File: config.mk
export PLATFORM = sky130hd
export DESIGN_NAME = uart_rx_fifo
export DESIGN_NICKNAME = d
export VERILOG_FILES = /design/src/rtl/rxq_pkg.sv /design/src/rtl/rxq_store.sv /design/src/rtl/rxq_ctrl.sv /design/src/rtl/rxq_irq.sv /design/src/rtl/uart_rx_fifo.sv
export SDC_FILE = /design/constraint.sdc
export NUM_CORES = 1
export LEC_CHECK = 0
export BUFFER_PORTS_ARGS = -buffer_cell sky130_fd_sc_hd__buf_2
export CAP_MARGIN = 10
export CORE_AREA = 2 2 177 161
export DETAILED_ROUTE_END_ITERATION = 8
export DIE_AREA = 0 0 179 163
export PLACE_DENSITY = 0.57
export SYNTH_ARGS = -nofsm -noshare
export SYNTH_HDL_FRONTEND = slang
export SYNTH_SLANG_ARGS = --single-unit
File: constraint.sdc
create_clock -name clk -period 7.5 [get_ports clk]
set_input_delay 0.375 -clock clk [delete_from_list [all_inputs] [get_ports clk]]
set_output_delay 0.375 -clock clk [all_outputs]
set_load 0.05 [all_outputs]
File: src/rtl/rxq_pkg.sv
`timescale 1ns/1ps
package rxq_pkg;
  localparam int CHAR_W  = 8;
  localparam int FLAG_W  = 4;
  localparam int ENTRY_W = CHAR_W + FLAG_W;

  // bit 11 overrun, 10 break, 9 parity, 8 framing, 7:0 character
  typedef struct packed {
    logic              overrun;
    logic              brk;
    logic              parity;
    logic              framing;
    logic [CHAR_W-1:0] ch;
  } rx_entry_t;

  localparam rx_entry_t BREAK_ENTRY = '{overrun: 1'b0, brk: 1'b1, parity: 1'b0,
                                        framing: 1'b0, ch: '0};
endpackage

File: src/rtl/rxq_store.sv
`timescale 1ns/1ps
module rxq_store
  import rxq_pkg::*;
#(
  parameter int DEPTH = 16,
  localparam int AW = $clog2(DEPTH)
) (
  input  logic              clk,
  input  logic              rst,
  input  logic              wr_en_i,
  input  logic [AW-1:0]     wr_addr_i,
  input  rx_entry_t         wr_data_i,
  input  logic              rd_en_i,
  input  logic [AW-1:0]     rd_addr_i,
  input  logic              stat_load_i,
  input  logic              stat_clr_i,
  output rx_entry_t         rd_data_o,
  output logic              rd_valid_o,
  output logic [FLAG_W-1:0] stat_o
);
  logic [ENTRY_W-1:0] mem [DEPTH];
  logic [ENTRY_W-1:0] rd_q;
  logic [FLAG_W-1:0]  stat_q;
  logic               vld_q;

  // storage port: plain write, registered read, no reset (block RAM friendly)
  always_ff @(posedge clk) begin
    if (wr_en_i) mem[wr_addr_i] <= wr_data_i;
  end

  always_ff @(posedge clk) begin
    if (rd_en_i) rd_q <= mem[rd_addr_i];
  end

  always_ff @(posedge clk) begin
    if (rst) begin
      stat_q <= '0;
      vld_q  <= 1'b0;
    end else begin
      vld_q <= rd_en_i;
      if (stat_load_i)     stat_q <= mem[rd_addr_i][ENTRY_W-1:CHAR_W];
      else if (stat_clr_i) stat_q <= '0;
    end
  end

  assign rd_data_o  = rx_entry_t'(rd_q);
  assign rd_valid_o = vld_q;
  assign stat_o     = stat_q;

  AST_STAT_HOLD: assert property (@(posedge clk) disable iff (rst)
    (!stat_load_i && !stat_clr_i) |=> $stable(stat_q));
  AST_STAT_CLEAR: assert property (@(posedge clk) disable iff (rst)
    (stat_clr_i && !stat_load_i) |=> (stat_q == '0));
endmodule

File: src/rtl/rxq_ctrl.sv
`timescale 1ns/1ps
module rxq_ctrl
  import rxq_pkg::*;
#(
  parameter int DEPTH = 16,
  localparam int AW = $clog2(DEPTH),
  localparam int CW = $clog2(DEPTH + 1)
) (
  input  logic          clk,
  input  logic          rst,
  input  logic          fifo_mode_i,
  input  logic          loopback_i,
  input  logic          ext_push_i,
  input  rx_entry_t     ext_entry_i,
  input  logic          ext_break_i,
  input  logic          lb_push_i,
  input  rx_entry_t     lb_entry_i,
  input  logic          pop_i,
  output logic          wr_en_o,
  output logic [AW-1:0] wr_addr_o,
  output rx_entry_t     wr_entry_o,
  output logic [AW-1:0] rd_addr_o,
  output logic          pop_any_o,
  output logic          pop_hit_o,
  output logic          push_ok_o,
  output logic [CW-1:0] cnt_mid_o,
  output logic [CW-1:0] cnt_next_o,
  output logic [CW-1:0] level_o,
  output logic          full_o,
  output logic          empty_o,
  output logic          tx_flush_o
);
  logic          mode_q;
  logic [AW-1:0] rd_q;
  logic [CW-1:0] cnt_q;
  logic          full_q, empty_q, flush_q;

  logic          toggle;
  logic [CW-1:0] eff_depth;
  logic [AW-1:0] mask;
  logic          src_valid;
  rx_entry_t     src_entry;
  logic          pop_any, pop_hit, push_ok;
  logic [CW-1:0] cnt_mid, cnt_n;
  logic [AW-1:0] rd_mid;

  always_comb begin
    toggle    = fifo_mode_i ^ mode_q;
    eff_depth = mode_q ? CW'(DEPTH) : CW'(1);
    mask      = mode_q ? AW'(DEPTH - 1) : '0;

    // source select: loopback owns the input while enabled, break beats a character
    if (loopback_i) begin
      src_valid = lb_push_i;
      src_entry = lb_entry_i;
    end else if (ext_break_i) begin
      src_valid = 1'b1;
      src_entry = BREAK_ENTRY;
    end else begin
      src_valid = ext_push_i;
      src_entry = ext_entry_i;
    end

    // pop is served before push inside one cycle
    pop_any = pop_i & ~toggle;
    pop_hit = pop_any & (cnt_q != '0);
    cnt_mid = cnt_q - CW'(pop_hit);
    rd_mid  = pop_hit ? ((rd_q + AW'(1)) & mask) : rd_q;
    push_ok = src_valid & ~toggle & (cnt_mid < eff_depth);
    cnt_n   = cnt_mid + CW'(push_ok);
  end

  always_ff @(posedge clk) begin
    if (rst) begin
      mode_q  <= 1'b0;
      rd_q    <= '0;
      cnt_q   <= '0;
      full_q  <= 1'b0;
      empty_q <= 1'b1;
      flush_q <= 1'b0;
    end else if (toggle) begin
      mode_q  <= fifo_mode_i;
      rd_q    <= '0;
      cnt_q   <= '0;
      full_q  <= 1'b0;
      empty_q <= 1'b1;
      flush_q <= 1'b1;
    end else begin
      rd_q    <= rd_mid;
      cnt_q   <= cnt_n;
      full_q  <= (cnt_n == eff_depth);
      empty_q <= (cnt_n == '0);
      flush_q <= 1'b0;
    end
  end

  assign wr_en_o    = push_ok;
  assign wr_addr_o  = (rd_mid + cnt_mid[AW-1:0]) & mask;
  assign wr_entry_o = src_entry;
  assign rd_addr_o  = rd_q;
  assign pop_any_o  = pop_any;
  assign pop_hit_o  = pop_hit;
  assign push_ok_o  = push_ok;
  assign cnt_mid_o  = cnt_mid;
  assign cnt_next_o = cnt_n;
  assign level_o    = cnt_q;
  assign full_o     = full_q;
  assign empty_o    = empty_q;
  assign tx_flush_o = flush_q;

  AST_LEVEL_BOUND: assert property (@(posedge clk) disable iff (rst)
    cnt_q <= eff_depth);
  AST_FULL_DROP: assert property (@(posedge clk) disable iff (rst)
    (cnt_q == eff_depth && src_valid && !pop_i && !toggle) |=> ($stable(cnt_q) && full_q));
  AST_FLAGS_EXCL: assert property (@(posedge clk) disable iff (rst)
    !(full_q && empty_q));
  AST_EMPTY_POP: assert property (@(posedge clk) disable iff (rst)
    (cnt_q == '0 && pop_i && !src_valid && !toggle) |=> (cnt_q == '0 && empty_q));
  AST_LB_OFF_IGNORE: assert property (@(posedge clk) disable iff (rst)
    (!loopback_i && lb_push_i && !ext_push_i && !ext_break_i && !pop_i && !toggle)
      |=> $stable(cnt_q));
  AST_LB_ON_IGNORE: assert property (@(posedge clk) disable iff (rst)
    (loopback_i && (ext_push_i || ext_break_i) && !lb_push_i && !pop_i && !toggle)
      |=> $stable(cnt_q));
  AST_FLUSH: assert property (@(posedge clk) disable iff (rst)
    toggle |=> (cnt_q == '0 && empty_q && tx_flush_o));
endmodule

File: src/rtl/rxq_irq.sv
`timescale 1ns/1ps
module rxq_irq #(
  parameter int CW   = 5,
  parameter int TRIG = 1
) (
  input  logic          clk,
  input  logic          rst,
  input  logic          irq_clr_i,
  input  logic          pop_any_i,
  input  logic          push_ok_i,
  input  logic [CW-1:0] cnt_mid_i,
  input  logic [CW-1:0] cnt_next_i,
  output logic          irq_o
);
  logic irq_q, irq_n;

  // order inside a cycle: host clear, then pop, then push
  always_comb begin
    irq_n = irq_q;
    if (irq_clr_i) irq_n = 1'b0;
    if (pop_any_i && ((cnt_mid_i + CW'(1)) == CW'(TRIG))) irq_n = 1'b0;
    if (push_ok_i && (cnt_next_i == CW'(TRIG))) irq_n = 1'b1;
  end

  always_ff @(posedge clk) begin
    if (rst) irq_q <= 1'b0;
    else     irq_q <= irq_n;
  end

  assign irq_o = irq_q;

  AST_IRQ_RISE: assert property (@(posedge clk) disable iff (rst)
    $rose(irq_q) |-> $past(push_ok_i));
  AST_IRQ_CLR: assert property (@(posedge clk) disable iff (rst)
    (irq_clr_i && !push_ok_i) |=> !irq_q);
endmodule

File: src/rtl/uart_rx_fifo.sv
`timescale 1ns/1ps
module uart_rx_fifo
  import rxq_pkg::*;
#(
  parameter int DEPTH   = 16,
  parameter int TRIGGER = 1,
  localparam int AW = $clog2(DEPTH),
  localparam int CW = $clog2(DEPTH + 1)
) (
  input  logic               clk,
  input  logic               rst,
  input  logic               fifo_mode_i,
  input  logic               loopback_i,
  input  logic               ext_push_i,
  input  logic [CHAR_W-1:0]  ext_char_i,
  input  logic [FLAG_W-1:0]  ext_flags_i,
  input  logic               ext_break_i,
  input  logic               lb_push_i,
  input  logic [ENTRY_W-1:0] lb_entry_i,
  input  logic               pop_i,
  input  logic               irq_clr_i,
  input  logic               stat_clr_i,
  output logic [ENTRY_W-1:0] rd_data_o,
  output logic               rd_valid_o,
  output logic [FLAG_W-1:0]  stat_o,
  output logic [CW-1:0]      level_o,
  output logic               full_o,
  output logic               empty_o,
  output logic               rx_irq_o,
  output logic               tx_flush_o
);
  rx_entry_t     ext_entry, lb_entry, wr_entry, rd_entry;
  logic          wr_en, pop_any, pop_hit, push_ok;
  logic [AW-1:0] wr_addr, rd_addr;
  logic [CW-1:0] cnt_mid, cnt_next;

  assign ext_entry = rx_entry_t'({ext_flags_i, ext_char_i});
  assign lb_entry  = rx_entry_t'(lb_entry_i);

  rxq_ctrl #(.DEPTH(DEPTH)) i_ctrl (
    .clk         (clk),
    .rst         (rst),
    .fifo_mode_i (fifo_mode_i),
    .loopback_i  (loopback_i),
    .ext_push_i  (ext_push_i),
    .ext_entry_i (ext_entry),
    .ext_break_i (ext_break_i),
    .lb_push_i   (lb_push_i),
    .lb_entry_i  (lb_entry),
    .pop_i       (pop_i),
    .wr_en_o     (wr_en),
    .wr_addr_o   (wr_addr),
    .wr_entry_o  (wr_entry),
    .rd_addr_o   (rd_addr),
    .pop_any_o   (pop_any),
    .pop_hit_o   (pop_hit),
    .push_ok_o   (push_ok),
    .cnt_mid_o   (cnt_mid),
    .cnt_next_o  (cnt_next),
    .level_o     (level_o),
    .full_o      (full_o),
    .empty_o     (empty_o),
    .tx_flush_o  (tx_flush_o)
  );

  rxq_store #(.DEPTH(DEPTH)) i_store (
    .clk         (clk),
    .rst         (rst),
    .wr_en_i     (wr_en),
    .wr_addr_i   (wr_addr),
    .wr_data_i   (wr_entry),
    .rd_en_i     (pop_any),
    .rd_addr_i   (rd_addr),
    .stat_load_i (pop_hit),
    .stat_clr_i  (stat_clr_i),
    .rd_data_o   (rd_entry),
    .rd_valid_o  (rd_valid_o),
    .stat_o      (stat_o)
  );

  rxq_irq #(.CW(CW), .TRIG(TRIGGER)) i_irq (
    .clk        (clk),
    .rst        (rst),
    .irq_clr_i  (irq_clr_i),
    .pop_any_i  (pop_any),
    .push_ok_i  (push_ok),
    .cnt_mid_i  (cnt_mid),
    .cnt_next_i (cnt_next),
    .irq_o      (rx_irq_o)
  );

  assign rd_data_o = rd_entry;
endmodule

==> flow_summary.ini <==
[clocking]
cts_buffer_depth = 3
post_cts_buffers = 0
path_clk_slew_ns = 0.06
holdBufCountCts = 0
cts_root_buffer = clkbuf_16
htreeDepth = 1
cts_resized = 0
insertion_delay_ns = 0.51
cts_num_sinks = 223
numCtsBuffers = 24
cts_tree = built

[logic_synthesis]
syn-mean-instance-area_sq_um = 17.10
synth-edff-count = 204
ys_types = 50
synth.area.top_cells = edfxtp_1, mux4_2, dfxtp_1, mux2i_1, a22oi_1
synthArstFlopShare_pct = 0
syn_nets = 580
synth_cells = 536
yosysSeqAreaShare_pct = 70.99
synth_top_area_share_pct = 66.84
ys.flop_type = edfxtp_1
syn-cell-area_sq_um = 9165
synth-seq-cells = 223
synth_top_area_cell = edfxtp_1
yosysWarnings = 0

[setup_path]
critPathKind = flip-flop to flip-flop
start_kind = flip-flop
r2r_cells = 13
slowest_delay_ns = 0.99
worstPathCellList = or3_1, o211ai_1, inv_1, ha_1, ha_1, nor3b_1, xnor2_1, inv_1, ha_1, or3_1, nor4_1, o21ai_0, a211oi_2
crit_arrival_ns = 5.90
slowest_stage = a211oi_2
cp-end-kind = flip-flop
critical_path_cell_count = 13
path_max_fanout = 13
crit_required_ns = 7.63
path_buf_inv = 2
path_delay_family = compound AO/OA/AOI/OAI gates
path_common_cell = ha_1

[die]
core-area_sq_um = 27500
pin_count = 60
die_x_um = 179
die_area_sq_um = 29180
start_util_pct = 33.32
row_count = 58
die_height_um = 163

[finish]
final_cell_count_no_fill = 987
syn2layout_area_growth_pct = 16.94
drive_gt1_share_pct = 26.63
final_cell_area_sq_um = 10720
layout.nets = 653
fill_cells = 2460
post-route-util_pct = 38.97
num_antenna_cells = 0

[placed_design]
place_ws_ns = 1.746
placed_cell_area_sq_um = 9940
gp_congestion = 0.8972
dp.cells = 941
io_buffers = 59
dpl.hpwl_um = 13730

[pwr]
p_seq_share_pct = 51.3
p_clk_share_pct = 41.2
leakage_nw = 3.563
irDropWorstVdd_mv = 0.1468
power_mw = 2.730
sw_frac_of_total_pct = 22.10
p_sw_mw = 0.6033
p_int_mw = 2.127
comb_power_share_pct = 7.6
powerDensity_nw_per_um2 = 254.7

[routing]
drt_iter0_markers = 516
wire_per_inst_um = 20.94
drcViolationCount = 0
wl_um = 20660
dr.pass1.iters = 5
ant_nets = 0
via_per_inst = 5.176
num_vias = 5109

[min_path]
hold_depth = 2
hp-class = input port to flip-flop

[job]
cap_violations = 0

[global_routing]
track_usage_pct = 14.25
antenna_found_initial = 2
grt_max_degree = 50
grt_pass1_vias = 5141
grt_pass1_wl_um = 31080
grt_overflow_total = 0

[sta]
slew_violations = 0
hold_slack_ns = 0.1564
fin_setup_tns_ns = 0
skew_ns = 0.01365
rsz0062_at_grt = false
max_freq_ghz = 0.1733
layout_min_cycle_time_ns = 5.771
layout_worst_path_cycle_share_pct = 76.94
max_slew_margin_pct = 24.56
hold_violations = 0
finalSetupViolCount = 0
worst_slack_ns = 1.729
worstMarginPinSlew_ns = 1.125

[run_status]
status = finished clean
[cell families after synthesis]
group,after synthesis,synth area share [%]
adders and majority gates,10,1.447
buffers and inverters,36,1.652
DFF,223,70.99
xor gates and xnor gates,11,1.857
muxes,64,11.47
AOI/OAI and AO/OA,94,6.963
and+or+nand+nor,98,5.625
[synth_stat cells, types with 12 or more instances]
library cell	instances
nor2_1	14
o21ai_0	24
a22oi_1	17
a22o_1	12
edfxtp_1	204
nor3_1	13
mux2i_1	24
a21oi_1	19
mux4_2	32
nand2_1	28
inv_1	13
dfxtp_1	19
clkbuf_1	13
[layout make-up]
cell class	count	area (sq um)	share of cell area, %
clock inverter	10	72.57	0.6771
sequential	223	6510	60.74
inverter	13	48.80	0.4553
clock buffer	34	690.7	6.444
tap	360	450.4	4.203
timing repair buffer	70	377.9	3.526
multi-input combinational	277	2567	23.96
[sequential cells by signal, indices dropped and copies added (netlist names)]
| name | flops |
|---|---|
| i_ctrl.empty_o | 1 |
| i_irq.irq_o | 1 |
| i_ctrl.full_o | 1 |
| i_ctrl.mode_q | 1 |
| i_store.stat_o | 4 |
| i_ctrl.level_o | 5 |
| i_store.mem | 192 |
| i_store.rd_data_o | 12 |
| i_ctrl.rd_addr_o | 4 |
| i_store.rd_valid_o | 1 |
| i_ctrl.tx_flush_o | 1 |
[worst paths after layout]
| check | startpoint | endpoint | slack (ns) |
|---|---|---|---|
| hold reg to reg | i_store.stat_o[2]$_SDFFE_PP0P_ | i_store.stat_o[2]$_SDFFE_PP0P_ | 0.50 |
| setup reg to reg | i_ctrl.level_o[1]$_SDFF_PP0_ | i_store.mem[0][4]$_DFFE_PP_ | 1.73 |
| hold / removal | fifo_mode_i | i_ctrl.mode_q$_SDFFE_PP0P_ | 0.16 |
| setup / recovery | i_ctrl.level_o[1]$_SDFF_PP0_ | i_store.mem[0][4]$_DFFE_PP_ | 1.73 |
[per-layer routing]
metal	GRT usage [%]	vias to the layer above	routed length [um]
met5	0	-	0
met4	2.809	0	265
met3	2.404	25	1347
met2	22.76	203	9746
met1	20.59	2592	9304
li1	-	2289	-
[worst register-to-register path, delay by kind of cell (launching register included)]
family,cells,cell delay (ns)
compound gates,3,2.18
simple gates,4,1.32
fa+ha+maj,3,0.76
buf+inv,2,0.44
flops,1,0.35
xor+xnor,1,0.33
[power groups by stage]
stage	Combinational [mW]	Sequential, mW	Clock [mW]
after floorplan	0.0995	1.46	0
after detailed placement	0.205	1.43	0
after global routing	0.223	1.40	1.19
after global placement	0.200	1.42	0
final	0.207	1.40	1.12
after CTS	0.207	1.40	1.15
[cells in the final DEF, fill, tap and decap left out, drive strengths merged, types with 14 or more instances in the layout]
cell / Yosys / layout
clkbuf: 13 / 34
nand2: 28 / 28
dfxtp: 19 / 19
mux2i: 24 / 24
buf: 10 / 70
o21ai: 24 / 24
nor2: 14 / 14
a22oi: 17 / 17
mux4: 32 / 32
a21oi: 20 / 20
edfxtp: 204 / 204
Power figures use the tool's default switching activity.
